$ cat config.mk
export PLATFORM = sky130hd
export DESIGN_NAME = srx_master
export DESIGN_NICKNAME = d
export VERILOG_FILES = /design/src/rtl/srx_pkg.sv /design/src/rtl/srx_clkgen.sv /design/src/rtl/srx_shifter.sv /design/src/rtl/srx_bufctl.sv /design/src/rtl/srx_master.sv
export SDC_FILE = /design/constraint.sdc
export NUM_CORES = 1
export LEC_CHECK = 0
export BUFFER_PORTS_ARGS = -buffer_cell sky130_fd_sc_hd__buf_2
export CAP_MARGIN = 5
export CORE_UTILIZATION = 35
export CTS_BUF_LIST = sky130_fd_sc_hd__clkbuf_4
export CTS_CLUSTER_SIZE = 12
export DETAILED_ROUTE_END_ITERATION = 8
export GPL_TIMING_DRIVEN = 0
export SYNTH_ARGS = -nofsm -noshare
export SYNTH_HDL_FRONTEND = slang
export SYNTH_SLANG_ARGS = --single-unit
$ cat constraint.sdc
create_clock -name clk -period 2.4 [get_ports clk]
set_input_delay 0.24 -clock clk [delete_from_list [all_inputs] [get_ports clk]]
set_output_delay 0.24 -clock clk [all_outputs]
set_load 0.02 [all_outputs]
$ cat src/rtl/srx_pkg.sv
package srx_pkg;
   typedef enum logic {
      BUF_SINGLE = 1'b0,
      BUF_DOUBLE = 1'b1
   } buf_mode_e;
endpackage

$ cat src/rtl/srx_clkgen.sv
module srx_clkgen #(
   parameter int DIV_W = 8
) (
   input  logic             clk,
   input  logic             rst_n,
   input  logic             run,
   input  logic [DIV_W-1:0] div_val,
   output logic             sclk,
   output logic             sample
);
   localparam logic [DIV_W-1:0] ONE = DIV_W'(1);

   logic [DIV_W-1:0] hcnt;
   logic             tick;

   assign tick   = (hcnt == div_val - ONE);
   assign sample = run && tick && !sclk;

   always_ff @(posedge clk or negedge rst_n) begin
      if (!rst_n) begin
         hcnt <= '0;
         sclk <= 1'b1;
      end else if (!run) begin
         hcnt <= '0;
         sclk <= 1'b1;
      end else if (tick) begin
         hcnt <= '0;
         sclk <= ~sclk;
      end else begin
         hcnt <= hcnt + ONE;
      end
   end

   // half-period counter never passes the programmed divider
   assert_half_period_R4: assert property (@(posedge clk) disable iff (!rst_n)
      (run && div_val != '0) |-> (hcnt < div_val));
   // input assumption, divider is non-zero while clocking
   assert_div_nonzero_R4: assert property (@(posedge clk) disable iff (!rst_n)
      run |-> (div_val != '0));
endmodule

$ cat src/rtl/srx_shifter.sv
module srx_shifter #(
   parameter int FRAME_BITS = 8,
   parameter int CNT_W      = 3
) (
   input  logic                  clk,
   input  logic                  rst_n,
   input  logic                  sample,
   input  logic                  sdi,
   output logic [FRAME_BITS-1:0] word,
   output logic [FRAME_BITS-1:0] word_next,
   output logic [CNT_W-1:0]      nbits,
   output logic                  done
);
   localparam logic [CNT_W-1:0] LAST = CNT_W'(FRAME_BITS - 1);
   localparam logic [CNT_W-1:0] STEP = CNT_W'(1);

   // LSB first: new bit enters at the top and moves down toward bit 0
   assign word_next = {sdi, word[FRAME_BITS-1:1]};
   assign done      = sample && (nbits == LAST);

   always_ff @(posedge clk or negedge rst_n) begin
      if (!rst_n) begin
         word  <= '0;
         nbits <= '0;
      end else if (sample) begin
         word  <= word_next;
         nbits <= done ? '0 : nbits + STEP;
      end
   end

   // the bit count moves only on a sampling edge
   assert_count_hold_R2: assert property (@(posedge clk) disable iff (!rst_n)
      !sample |=> $stable(nbits));
endmodule

$ cat src/rtl/srx_bufctl.sv
module srx_bufctl
   import srx_pkg::*;
#(
   parameter int FRAME_BITS = 8,
   parameter int CNT_W      = 3
) (
   input  logic                  clk,
   input  logic                  rst_n,
   input  logic                  rx_en,
   input  logic                  dbl_en,
   input  logic                  rd_stb,
   input  logic                  done,
   input  logic                  sclk,
   input  logic [CNT_W-1:0]      nbits,
   input  logic [FRAME_BITS-1:0] word,
   input  logic [FRAME_BITS-1:0] word_next,
   output logic                  run,
   output logic                  irq,
   output logic                  buf_full,
   output logic [FRAME_BITS-1:0] rd_data
);
   buf_mode_e             mode;
   logic                  sh_full;
   logic                  hold_full;
   logic [FRAME_BITS-1:0] hold;
   logic                  hold_free;
   logic                  busy;

   assign mode      = buf_mode_e'(dbl_en);
   assign hold_free = !hold_full || rd_stb;
   assign busy      = (nbits != '0) || !sclk;
   assign run       = !sh_full && (rx_en || busy);
   assign rd_data   = (mode == BUF_DOUBLE) ? hold : word;
   assign buf_full  = (mode == BUF_DOUBLE) ? hold_full : sh_full;

   always_ff @(posedge clk or negedge rst_n) begin
      if (!rst_n) begin
         sh_full   <= 1'b0;
         hold_full <= 1'b0;
         hold      <= '0;
         irq       <= 1'b0;
      end else begin
         irq <= 1'b0;
         if (mode == BUF_SINGLE) begin
            hold_full <= 1'b0;
            if (done) begin
               sh_full <= 1'b1;
               irq     <= 1'b1;
            end else if (rd_stb && sh_full) begin
               sh_full <= 1'b0;
            end
         end else begin
            if (done) begin
               if (hold_free) begin
                  hold      <= word_next;
                  hold_full <= 1'b1;
                  irq       <= 1'b1;
               end else begin
                  sh_full <= 1'b1;
               end
            end else if (rd_stb && sh_full) begin
               hold    <= word;
               sh_full <= 1'b0;
               irq     <= 1'b1;
            end else if (rd_stb && hold_full) begin
               hold_full <= 1'b0;
            end
         end
      end
   end

   // interrupt lasts a single cycle
   assert_irq_pulse_R2: assert property (@(posedge clk) disable iff (!rst_n)
      irq |=> !irq);
   // a waiting frame keeps the shift clock parked high
   assert_stall_high_R7: assert property (@(posedge clk) disable iff (!rst_n)
      sh_full |-> sclk);
   // no interrupt when a frame lands on a full, unread holding register
   assert_no_irq_stall_R7: assert property (@(posedge clk) disable iff (!rst_n)
      (done && mode == BUF_DOUBLE && hold_full && !rd_stb) |=> !irq);
   // the holding flag drops only after a read
   assert_flag_fall_R9: assert property (@(posedge clk) disable iff (!rst_n)
      (mode == BUF_DOUBLE && $fell(hold_full)) |-> $past(rd_stb));
endmodule

$ cat src/rtl/srx_master.sv
module srx_master #(
   parameter int FRAME_BITS = 8,
   parameter int DIV_W      = 8
) (
   input  logic                  clk,
   input  logic                  rst_n,
   input  logic                  rx_en,
   input  logic                  dbl_en,
   input  logic [DIV_W-1:0]      div_val,
   input  logic                  rd_stb,
   input  logic                  sdi,
   output logic                  sclk_o,
   output logic [FRAME_BITS-1:0] rd_data,
   output logic                  buf_full,
   output logic                  rx_irq
);
   localparam int CNT_W = (FRAME_BITS > 2) ? $clog2(FRAME_BITS) : 1;

   generate
      if (FRAME_BITS < 2) begin : g_bad_frame
         $error("FRAME_BITS must be at least 2");
      end
      if (DIV_W < 1) begin : g_bad_div
         $error("DIV_W must be at least 1");
      end
   endgenerate

   logic                  run;
   logic                  sample;
   logic                  done;
   logic [CNT_W-1:0]      nbits;
   logic [FRAME_BITS-1:0] word;
   logic [FRAME_BITS-1:0] word_next;

   srx_clkgen #(.DIV_W(DIV_W)) u_clkgen (
      .clk     (clk),
      .rst_n   (rst_n),
      .run     (run),
      .div_val (div_val),
      .sclk    (sclk_o),
      .sample  (sample)
   );

   srx_shifter #(.FRAME_BITS(FRAME_BITS), .CNT_W(CNT_W)) u_shifter (
      .clk       (clk),
      .rst_n     (rst_n),
      .sample    (sample),
      .sdi       (sdi),
      .word      (word),
      .word_next (word_next),
      .nbits     (nbits),
      .done      (done)
   );

   srx_bufctl #(.FRAME_BITS(FRAME_BITS), .CNT_W(CNT_W)) u_bufctl (
      .clk       (clk),
      .rst_n     (rst_n),
      .rx_en     (rx_en),
      .dbl_en    (dbl_en),
      .rd_stb    (rd_stb),
      .done      (done),
      .sclk      (sclk_o),
      .nbits     (nbits),
      .word      (word),
      .word_next (word_next),
      .run       (run),
      .irq       (rx_irq),
      .buf_full  (buf_full),
      .rd_data   (rd_data)
   );

   // with enable low at a frame boundary the clock stays parked
   assert_stop_boundary_R10: assert property (@(posedge clk) disable iff (!rst_n)
      (!rx_en && nbits == '0 && sclk_o && !done) |=> sclk_o);
endmodule

==> metrics.log <==
INFO  metric placement.io_buffers = 24
INFO  metric mostFrequentLayoutCell = sky130_fd_sc_hd__dfrtp_1
INFO  metric pwr_density_cell = 536.5 nW/um^2
INFO  metric final_gp_congestion = 0.7404
INFO  metric timing_worst_slew_pin_value = ~0.68 ns
INFO  metric max_slew_margin = between 50% and 60%
INFO  metric asyncSetResetFlopFracSynth = 100.0%
INFO  metric ys_dominant_reg_cell = sky130_fd_sc_hd__dfrtp_1
INFO  metric path_cells = xnor2_1, or3_1, a211oi_2, nand4_2, or2_1, buf_6, o221a_1
INFO  metric globalRoute.totalOverflow = 0
INFO  metric cts_tree = yes
INFO  metric nets = between 200 and 250
INFO  metric worst_skew_pair.late_latency = between 0.3 and 0.4 ns
INFO  metric cp.arrival = between 2 and 2.5 ns
INFO  metric synth_nets = roughly 180
INFO  metric fmaxAchievable = 0.4547 GHz
INFO  metric final_min_period_over_clock_period = about nine tenths
INFO  metric worstRegToRegCells = 7
INFO  metric area_fraction_of_the_dominant_cell_type_after_synthesis = between 40 and 50%
INFO  metric overall_power_after_layout = 1.064 mW
INFO  metric first_global_vias = between 1000 and 1500
INFO  metric timing.critical_path.buf_inv = 1
INFO  metric holdCritPathClass = input port to flip-flop
INFO  metric avgViaCountPerCell = 4.771
INFO  metric drt-pass1-iter-count = 4
INFO  metric rr_endpoint = u_bufctl.hold[3]$_DFFE_PN0P_
INFO  metric synth_edf_count = 0
INFO  metric design.portCount = 25
INFO  metric drcViolationCount = 0
INFO  metric coreArea = 4723 sq um
INFO  metric timing.critical_path.slowest_stage_cell = sky130_fd_sc_hd__dfrtp_1
INFO  metric power.static_leakage = approximately 0.94 nW
INFO  metric grt_antenna_before_repair = 0
INFO  metric finalCriticalPeriod = between 2 and 2.5 ns
INFO  metric synth.yosys.warnings = 0
INFO  metric ys_top_cells_by_area = sky130_fd_sc_hd__dfrtp_1 (44%), sky130_fd_sc_hd__mux2_2 (12%), sky130_fd_sc_hd__o221a_1 (5.2%)
INFO  metric n_antenna_cell = 0
INFO  metric critical_path_peak_fanout = 8
INFO  metric die_width = 72.16 um
INFO  metric rsz_0062_raised_after_global_routing = no
INFO  metric worst_path_dominant_cell_family = simple AND/OR/NAND/NOR gates
INFO  metric timing.final.setup_violations = 0
INFO  metric final_number_of_max_transition_violations = 0
INFO  metric critPathCapture = u_bufctl.hold[3]$_DFFE_PN0P_
INFO  metric routed_wire_length_per_instance = 12.35 um
INFO  metric fin_worst_skew = 0.01035 ns
INFO  metric fraction_of_the_yosys_area_taken_by_sequential_cells = 45.10%
INFO  metric finalHoldViolCount = 0
INFO  metric whs = 0.1322 ns
INFO  metric crit_path_end_kind = flip-flop
INFO  metric drt_first_iter_violations = 55
INFO  metric ys_types = 36
INFO  metric wire_length_of_the_first_global_routing_pass = between 5 and 6 mm
INFO  metric via_count = 1231
INFO  metric netlist_area = approximately 1700 sq um
INFO  metric grt_max_degree = 32
INFO  metric crit_path_max_incr_delay = 0.42 ns
INFO  metric crit_cells = 7
INFO  metric drive_gt1_share = about a third
INFO  metric areaGrowthSynthToFinish = 15.11%
INFO  metric dp_hpwl = 2.271 mm
INFO  metric crit_required = between 2 and 3 ns
INFO  metric initial_utilization = a little over a third
INFO  metric detail-route-antenna-nets = 0
INFO  metric floorplan.die_area = 5207 sq um
INFO  metric numCtsBuffers = 5
INFO  metric worstReg2RegStart = u_clkgen.hcnt[6]$_DFF_PN0_
INFO  metric post_cts_resize_count = 0
INFO  metric critPathLaunchType = flip-flop
INFO  metric synth_cells = ~160
INFO  metric synth_area_per_cell = between 10 and 15 sq um
INFO  metric synth.largest_area_cell = sky130_fd_sc_hd__dfrtp_1
INFO  metric cts.reportedPaths.clkPinSlew = about 0.090 ns
INFO  metric layout.cells.most_common_list = sky130_fd_sc_hd__dfrtp_1 (30), sky130_fd_sc_hd__buf_2 (25), sky130_fd_sc_hd__mux2_2 (19), sky130_fd_sc_hd__nor2_1 (13)
INFO  metric setup.reg_to_reg.worst_slack = around 0.2 ns
INFO  metric fin_util = between 40% and 50%
INFO  metric clock-root-buffer = sky130_fd_sc_hd__clkbuf_4
INFO  metric ctsHtreeMaxLevel = 2
INFO  metric clock_path_buffers = 2
INFO  metric postSynthRegisterBits = 31
INFO  metric gr-usage-all-layers = 13.95%
INFO  metric worst_vdd_rail_ir_drop = approximately 0.27 mV
INFO  metric max_cap_viol_count = 0
INFO  metric crit_start = u_clkgen.hcnt[6]$_DFF_PN0_
INFO  metric outcome = complete, no violations
INFO  metric timing.setup.critical_path_class = flip-flop to flip-flop
INFO  metric finalWirelength = approximately 3.2 mm
INFO  metric cts_num_sinks = 31
INFO  metric die_h = around 72 um
INFO  metric rows = 25
[Yosys cell counts, drive strengths merged, types with 4 or more instances]
library cell and n:
nor2 13, o21ai 4, mux2 19, nand2 7
nand3 9, xnor2 9, dfrtp 30, inv 7
ha 5, o221a 8, xor2 7, or2 9
[per-stage QoR]
stage                     instances  TNS, ns  setup slack [ns]  area, sq um
final                           258        0            0.2006         1983
after global routing            258        0           0.04847         1983
after CTS                       258        0            0.1947         1983
after detailed placement        250  -0.6532          -0.05530         1927
after global placement          250  -0.3324          -0.04387         1927
after floorplan                 159        0            0.2483         1723
[layout make-up]
class,count,area [sq um]
Clock buffer,5,37.54
Buffer,3,20.02
Clock inverter,2,8.758
Timing Repair Buffer,25,130.1
Fill cell,477,2740
Multi-Input combinational cell,118,899.6
Inverter,7,26.28
Tap cell,67,83.83
Sequential cell,31,777.0
[how the worst min path moves through the flow]
stage	depth (start not counted)	slack (ns)	to	start
final	2	0.13	u_bufctl.sh_full$_DFFE_PN0P_	rd_stb
after global placement	1	0.33	u_shifter.word[7]$_DFFE_PN0P_	rst_n
after floorplan	0	-0.06	u_bufctl.hold[0]$_DFFE_PN0P_	rst_n
after global routing	2	0.12	u_bufctl.sh_full$_DFFE_PN0P_	rd_stb
after CTS	2	0.11	u_bufctl.sh_full$_DFFE_PN0P_	rd_stb
after detailed placement	1	0.34	u_shifter.word[7]$_DFFE_PN0P_	rst_n
[state kept, by name, indices dropped and copies added (netlist names)]
signal and cells:
u_bufctl.hold 8, u_clkgen.hcnt 8, u_shifter.word 8, u_shifter.nbits 3, u_bufctl.hold_full 1, u_bufctl.irq 1
u_bufctl.sh_full 1, u_clkgen.sclk 1
[routing by layer]
| layer | vias to the layer above | routed length, um | global-route usage, % | part of all wire (%) |
|---|---|---|---|---|
| met4 | 0 | 42 | 3.922 | 1.3 |
| met5 | - | 0 | 0 | 0 |
| li1 | 626 | - | - | - |
| met2 | 30 | 1410 | 22.64 | 44 |
| met3 | 5 | 143 | 3.889 | 4.5 |
| met1 | 570 | 1590 | 18.27 | 50 |
[logic make-up after synthesis]
group | count (synthesis) | share of synthesized area [%]
flops | 31 | 45.10
simple gates | 55 | 16.78
mux | 19 | 12.42
xor+xnor | 16 | 8.134
buf+inv | 10 | 2.687
compound gates | 23 | 11.26
fa+ha+maj | 5 | 3.631
[timing repair]
item / 4_1_cts / 5_1_grt
hold buffers: 1 / 0
hold endpoints to repair: 30 / 0
setup buffers: 0 / 0
[power by group]
group	switching, mW	internal [mW]	total, mW
Combinational	0.101	0.0874	0.189
Sequential	0.0418	0.560	0.602
Clock	0.170	0.104	0.273
Total	0.313	0.751	1.06
No activity file was read; power rests on OpenSTA's default activity.
